`src/rtl/exc_mode_ctrl.sv`:
```
module exc_mode_ctrl #(
  parameter logic [31:0] VECTOR = 32'h8000_0180,
  parameter int NIRQ = 6,
  parameter int CW = 5
) (
  input  logic            clk,
  input  logic            rst_n,
  input  logic [31:0]     pc_i,
  input  logic            boundary_i,
  input  logic            mem_valid_i,
  input  logic            mem_store_i,
  input  logic [31:0]     mem_addr_i,
  input  logic            priv_i,
  input  logic            resv_i,
  input  logic            syscall_i,
  input  logic            break_i,
  input  logic            trap_i,
  input  logic            ovf_i,
  input  logic            fpu_err_i,
  input  logic            bus_err_i,
  input  logic            bus_fetch_i,
  input  logic [NIRQ-1:0] irq_i,
  input  logic            nmi_i,
  input  logic            eret_i,
  input  logic            st_we_i,
  input  logic            st_mode_i,
  input  logic [NIRQ-1:0] st_mask_i,
  output logic            exc_taken_o,
  output logic            redirect_o,
  output logic [31:0]     redirect_pc_o,
  output logic            kernel_o,
  output logic [31:0]     epc_o,
  output logic [CW-1:0]   cause_o,
  output logic [31:0]     badva_o,
  output logic [NIRQ-1:0] mask_o
);

  localparam logic [CW-1:0] C_INT  = CW'(0);
  localparam logic [CW-1:0] C_ADEL = CW'(4);
  localparam logic [CW-1:0] C_ADES = CW'(5);
  localparam logic [CW-1:0] C_IBE  = CW'(6);
  localparam logic [CW-1:0] C_DBE  = CW'(7);
  localparam logic [CW-1:0] C_SYS  = CW'(8);
  localparam logic [CW-1:0] C_BRK  = CW'(9);
  localparam logic [CW-1:0] C_RI   = CW'(10);
  localparam logic [CW-1:0] C_OV   = CW'(12);
  localparam logic [CW-1:0] C_TRAP = CW'(13);
  localparam logic [CW-1:0] C_FPE  = CW'(15);

  logic            mode_q, prev_q, nmi_q;
  logic [31:0]     epc_q, bad_q;
  logic [CW-1:0]   cause_q;
  logic [NIRQ-1:0] mask_q;

  logic            user, nmi_edge, fetch_ae, data_ae, ri, irq_take, sync, take, eret_ok;
  logic [CW-1:0]   code;
  logic            keep_pc, load_bad;
  logic [31:0]     bad_val;

  assign user     = ~mode_q;
  assign nmi_edge = nmi_i & ~nmi_q;
  assign fetch_ae = user & pc_i[31];
  assign data_ae  = user & mem_valid_i & mem_addr_i[31];
  assign ri       = resv_i | (priv_i & user);
  assign irq_take = boundary_i & (|(irq_i & mask_q));
  assign sync     = nmi_edge | bus_err_i | fetch_ae | data_ae | ri |
                    syscall_i | break_i | trap_i | ovf_i | fpu_err_i;
  assign take     = sync | irq_take;
  assign eret_ok  = eret_i & ~take;

  always_comb begin
    code     = C_INT;
    keep_pc  = 1'b0;
    load_bad = 1'b0;
    bad_val  = mem_addr_i;
    if (nmi_edge) begin
      code = C_INT;
    end else if (bus_err_i) begin
      code    = bus_fetch_i ? C_IBE : C_DBE;
      keep_pc = 1'b1;
    end else if (fetch_ae) begin
      code     = C_ADEL;
      keep_pc  = 1'b1;
      load_bad = 1'b1;
      bad_val  = pc_i;
    end else if (data_ae) begin
      code     = mem_store_i ? C_ADES : C_ADEL;
      keep_pc  = 1'b1;
      load_bad = 1'b1;
    end else if (ri) begin
      code    = C_RI;
      keep_pc = 1'b1;
    end else if (syscall_i) code = C_SYS;
    else if (break_i)       code = C_BRK;
    else if (trap_i)        code = C_TRAP;
    else if (ovf_i)         code = C_OV;
    else if (fpu_err_i)     code = C_FPE;
  end

  always_ff @(posedge clk or negedge rst_n) begin
    if (!rst_n) begin
      mode_q  <= 1'b1;
      prev_q  <= 1'b1;
      nmi_q   <= 1'b0;
      epc_q   <= '0;
      bad_q   <= '0;
      cause_q <= '0;
      mask_q  <= '0;
    end else begin
      nmi_q <= nmi_i;
      if (take) begin
        mode_q  <= 1'b1;
        prev_q  <= mode_q;
        epc_q   <= keep_pc ? pc_i : pc_i + 32'd4;
        cause_q <= code;
        if (load_bad) bad_q <= bad_val;
      end else if (eret_ok) begin
        mode_q <= prev_q;
      end else if (st_we_i && mode_q) begin
        mode_q <= st_mode_i;
        mask_q <= st_mask_i;
      end
    end
  end

  assign exc_taken_o   = take;
  assign redirect_o    = take | eret_ok;
  assign redirect_pc_o = take ? VECTOR : (eret_ok ? epc_q : 32'd0);
  assign kernel_o      = mode_q;
  assign epc_o         = epc_q;
  assign cause_o       = cause_q;
  assign badva_o       = bad_q;
  assign mask_o        = mask_q;

endmodule


```
`config.mk`:
```
export PLATFORM = sky130hd
export DESIGN_NAME = exc_mode_ctrl
export DESIGN_NICKNAME = d
export VERILOG_FILES = /design/src/rtl/exc_mode_ctrl.sv
export SDC_FILE = /design/constraint.sdc
export NUM_CORES = 1
export LEC_CHECK = 0
export BUFFER_PORTS_ARGS = -buffer_cell sky130_fd_sc_hd__buf_2
export CAP_MARGIN = 15
export CORE_ASPECT_RATIO = 0.7
export CORE_MARGIN = 3
export CORE_UTILIZATION = 50
export DETAILED_ROUTE_END_ITERATION = 8
export PLACE_DENSITY = 0.86
export SLEW_MARGIN = 20
export SYNTH_ARGS = -nofsm -noshare
export SYNTH_HDL_FRONTEND = slang
export SYNTH_SLANG_ARGS = --single-unit
```
`constraint.sdc`:
```
create_clock -name clk -period 7.04 [get_ports clk]
set_input_delay 0.352 -clock clk [delete_from_list [all_inputs] [get_ports clk]]
set_output_delay 0.352 -clock clk [all_outputs]
set_load 0.05 [all_outputs]
```
# After elaboration in Yosys (flattened, before gate mapping)
# Cells that the tools add are included.
[totals]
inputBits = 94
romBits = 0
wordCells = 67
mem_count = 0
reg_bits = 78
out_inout_bits = 110
ram_bits = 0
latchBits = 0
[classes]
n_reduce_logical = 5
shift = 0
div = 0
bitwise_logic = 24
order_cmp = 0
muxes = 30
n_mul = 0
add_sub_neg = 1
n_eq_ne = 0
[ops]
columns = ["cell", "n"]
rows = [
  ["$mux W32", 6],
  ["$mux W4", 10],
  ["$add A32 B3 Y32 const B", 1],
  ["$mux W1", 14],
  ["$or A1 B1 Y1", 12],
  ["$and A1 B1 Y1", 7],
  ["$and A6 B6 Y6", 1],
  ["$reduce_or A6 Y1", 1],
  ["$not A1 Y1", 4],
  ["$reduce_and A3 Y1", 1],
  ["$reduce_bool A3 Y1", 1],
  ["$reduce_and A2 Y1", 1],
  ["$logic_and A1 B1 Y1", 1],
]

# Depth between registers and ports, before layout
[depth]
ltp_word = 16
ltp_mapped = 9
mapped_depth_nobuf = 6

# Worst setup path before layout
# No wires, ideal clock.
[synth_path]
kind = "register to output"
from = "register mode_q (netlist: kernel_o)"
to = "output port redirect_pc_o[0]"
setup_slack_ns = 4.352
arrival_ns = 2.336
stages_incl_launch_ff = 8
required_time_ns = 6.688
path_buffers = 3
cell_sequence = "dfstp_2 -> clkbuf_1 -> nor2b_1 -> nor4b_2 -> and4_1 -> buf_4 -> clkbuf_1 -> and3_1"
[synth_between]
elab_chain_cells = 15
word_cells_on_any_way = 19
classes_between = "mux: 2; bitwise: 17"
[synth_rtl]
columns = ["item", "line", "text"]
rows = [
  ["start, declared", "50", "logic mode_q, prev_q, nmi_q;"],
  ["start signal, assigned", "118", "mode_q <= prev_q;"],
  ["start signal, assigned", "120", "mode_q <= st_mode_i;"],
  ["$not A1 Y1 (*)", "60", "assign user = ~mode_q;"],
  ["$and A1 B1 Y1 (on tied branches)", "62, 63", ""],
  ["$or A1 B1 Y1 or $and A1 B1 Y1 (tied branches)", "66, 63", ""],
  ["$or A1 B1 Y1", "66", "assign sync = nmi_edge | bus_err_i | fetch_ae | data_ae | ri |"],
  ["$or A1 B1 Y1 (*) (2 in a row)", "66", ""],
  ["$or A1 B1 Y1 (*) (4 in a row)", "67", "syscall_i | break_i | trap_i | ovf_i | fpu_err_i;"],
  ["$or A1 B1 Y1 (*)", "68", "assign take = sync | irq_take;"],
  ["$not A1 Y1 (no source line)", "-", ""],
  ["$and A1 B1 Y1", "69", "assign eret_ok = eret_i & ~take;"],
  ["$mux W32", "128", "assign redirect_pc_o = take ? VECTOR : (eret_ok ? epc_q : 32'd0);"],
  ["$mux W32 (*)", "128", ""],
  ["end, declared", "30", "output logic [31:0] redirect_pc_o,"],
]
# Every way passes the cells marked *; elsewhere a longest branch is shown, timed or not.

# Worst setup path after layout
[layout_path]
from = "register mode_q (netlist: kernel_o)"
to = "output port redirect_pc_o[18]"
# Same word-level chain as after synthesis.

==> metrics.md <==
| Metric | Value |
|---|---|
| Postcts setup bufs | `0` |
| Worst hold margin | `145 ps` |
| Pwr Density | `212 mW/mm2` |
| Core ar. | `0.00797 mm2` |
| Crit. End Element | `primary output` |
| Vias in the first global route | `3889` |
| Placer Congestion | `0.811` |
| Setup TNS | `0 ps` |
| Minimum clock period | `3220 ps` |
| Tot Pwr | `1180 uW` |
| Primary FF master, synth | `dfrtp_1` |
| Post-synth EDFFs | `0` |
| WS Path Type | `reg2out` |
| R2R setup slack | `4300 ps` |
| Synth warnings | `0` |
| HP Class | `in2reg` |
| CTS tree | `done` |
| First-pass iteration count of the detailed router | `4` |
| HP Start | `nmi_i` |
| Hold Vio Cnt, Final | `0` |
| FF-to-FF Start | `kernel_o$_DFFE_PN1P_` |
| First-pass GRT wire length | `19100 um` |
| Register bit count reported by yosys | `77` |
| HPWL after DPL | `9330 um` |
| Hold depth | `1` |
| Status | `completed` |
| Nets | `736` |
| Maximum Capacitance Violations | `0` |
| Antenna Cells | `0` |
| Post-route ant nets | `0` |
| RR Endpoint | `mask_o[0]$_DFFE_PN0P_` |
| Slew Limit Headroom | `36.3%` |
| Num CTS Buffers | `9` |
| IO Port Bufs | `202` |
| Slew Viols, Final | `0` |
| Max VDD drop | `0.117 mV` |
| Synthesized area | `0.00417 mm2` |
| CP max-delay cell | `dfstp_2` |
| Layout area overhead | `33.2%` |
| Register-to-Register Path Depth | `6` |
| Global Route Usage Sum | `25.8%` |
| Htree depth | `3` |
| Post-CTS sizing | `0` |
| Gate count of the mapped netlist | `453` |
| DR DRC count | `0` |
| Die width | `115 um` |
| Final setup fails | `0` |
| Largest net degree at the start of global routing | `78` |
| Tcrit/Tclk final | `45.7%` |
| Max frequency | `311 MHz` |
| Starting density of the core | `52.3%` |
| Hold endpoint | `nmi_q$_DFF_PN0_` |
| Cell Rows | `27` |
| Clock sinks | `77` |
| RSZ-0062 raised after global routing | `no` |
| Layout cell share with drive strength beyond 1 | `37.5%` |
| Setup crit start kind | `flip-flop` |
| Worst EP arrival | `2860 ps` |
| Asr flop ratio synth | `100%` |
| Least-Margin Pin Slew | `955 ps` |
| Die area | `0.00949 mm2` |
| Netlist cell types | `51` |
| DR iter-0 viols | `269` |
| Crit path max fanout | `57` |
| Critical path's largest stage delay | `650 ps` |
| Vias per cell | `5.52` |
| Cell Chain, Critical Path | `nor2b_1 > nor4b_2 > and4_2 > buf_4 > and3_1 > buf_2` |
| Post-CTS Hold Fix Bufs | `0` |
| Root buf cell | `clkbuf_16` |
| Vias | `4125` |
| Grt ovf | `0` |
| CP required | `6690 ps` |
| Clock Latency Late Sink | `330 ps` |
| Syn_nets | `548` |
| Clock transition at path regs | `60 ps` |
| LEAKAGE | `0.00276 uW` |
| Top Ports | `204` |
| Initial antenna violation count | `0` |
| Seq/Total Area, Yosys | `46.3%` |
| Clock buffer depth | `2` |
| Setup Skew | `10.2 ps` |
| Wire per inst | `16.6 um` |
| Total Wirelength | `12400 um` |
| Die H | `82.4 um` |
| Post-Syn Area per Cell | `9.21 um2` |
[sequential cells by signal, summed over array words and instances (netlist names)]
register and cells:
badva_o 32, cause_o 4, mask_o 6, epc_o 32, nmi_q 1, prev_q 1
kernel_o 1
[per-layer routing]
| metal | global-route usage, % | wire [um] | up-vias |
|---|---|---|---|
| met5 | 0 | 0 | - |
| met4 | 9.73 | 166 | 0 |
| met3 | 6.05 | 866 | 17 |
| met2 | 41.5 | 5900 | 172 |
| met1 | 34.4 | 5480 | 1957 |
| li1 | - | - | 1979 |
[cells in the final DEF, fill, tap and decap left out, types with 2 or more instances in the layout]
| cell | count |
|---|---|
| nand2_1 | 50 |
| nand3_1 | 7 |
| nand4_1 | 7 |
| nor4_1 | 8 |
| nor2_1 | 49 |
| and4_1 | 4 |
| nor3_2 | 2 |
| clkinv_4 | 2 |
| mux2_2 | 4 |
| mux2_1 | 2 |
| inv_1 | 5 |
| o22a_1 | 2 |
| dfstp_2 | 2 |
| or2_2 | 2 |
| o31a_1 | 3 |
| o41ai_1 | 2 |
| nor3_1 | 7 |
| nor2b_1 | 3 |
| clkbuf_16 | 9 |
| xnor2_1 | 22 |
| o21ai_0 | 26 |
| dfrtp_1 | 75 |
| a22o_1 | 3 |
| buf_2 | 201 |
| nor3b_1 | 3 |
| xor2_1 | 2 |
| a31oi_1 | 3 |
| a21oi_1 | 38 |
| mux2i_1 | 31 |
| nor4b_2 | 2 |
| buf_4 | 7 |
| or3_1 | 4 |
| and3_1 | 34 |
| clkinvlp_4 | 2 |
[where the power goes]
part / switching, uW / internal [uW]
registers: 16.5 / 467
clock network: 186 / 287
logic: 160 / 61.6
total: 363 / 815
[layout make-up]
class | count | area (um2)
multi-input cells | 339 | 2110
flip-flops and latches | 77 | 1930
clock buffers | 10 | 239
well taps | 101 | 126
inverters | 6 | 22.5
repair buffers | 208 | 1060
fillers | 634 | 2420
clock inverters | 6 | 71.3
[worst max-delay path: cells and delay by family, from the launching register on]
family | cells | cell delay, ps
and+or+nand+nor | 4 | 1120
buffers and inverters | 2 | 740
DFF | 1 | 650
[cell usage after synthesis (2+ instances only)]
cell type  instances  area [um2]
mux2i_1           31         310
inv_1              5        18.8
mux2_2             4        45.0
o22a_1             2        17.5
nor2_1            49         184
o41ai_1            2        17.5
nor4b_1            2        17.5
clkbuf_1          23        86.3
nor2b_1            3        18.8
nand4_1            7        43.8
nand3_1            7        35.0
nor3b_1            3        22.5
nor4_1             8        50.1
dfrtp_1           75        1880
and3_1            34         213
o31a_1             3        26.3
buf_4              2        15.0
and4_1             5        43.8
dfstp_2            2        52.6
nand2_1           50         188
a221oi_1           2        17.5
o21ai_0           26         130
buf_2              5        25.0
xor2_1             2        17.5
or3_1              4        25.0
a31oi_1            3        18.8
xnor2_1           22         193
or2_2              2        12.5
a22o_1             3        26.3
mux2_1             2        22.5
nor3_1             8        40.0
a21oi_1           38         190
[logic make-up (layout without fill, tap and decap cells)]
kind of cell    count (synthesis)  in the layout  share of synthesized area (%)
fa+ha+maj                       1              1                          0.300
other cells                     1              1                         0.0899
simple gates                  189            189                           23.3
xor+xnor                       24             24                           5.04
flops                          77             77                           46.3
compound gates                 87             87                           12.3
mux                            37             37                           9.06
buf+inv                        37            230                           3.66
[per-stage QoR]
stage | utilization [%] | area (um2) | setup slack, ps | std cells
6_report | 69.7 | 5550 | 3820 | 747
5_1_grt | 69.7 | 5550 | 3620 | 747
4_1_cts | 69.7 | 5550 | 3810 | 747
3_5_place_dp | 65.8 | 5240 | 4010 | 731
3_3_place_gp | 65.8 | 5240 | 4090 | 731
2_1_floorplan | - | 4170 | 4350 | 453
[worst max-delay path by stage]
stage | startpoint | end | slack, ps
after floorplan | kernel_o$_DFFE_PN1P_ | redirect_pc_o[0] | 4350
after global placement | ovf_i | redirect_pc_o[11] | 4090
after CTS | kernel_o$_DFFE_PN1P_ | redirect_pc_o[4] | 3810
final | kernel_o$_DFFE_PN1P_ | redirect_pc_o[18] | 3820
after global routing | kernel_o$_DFFE_PN1P_ | redirect_pc_o[16] | 3620
after detailed placement | ovf_i | redirect_pc_o[4] | 4010
No activity file was read; power rests on OpenSTA's default activity.
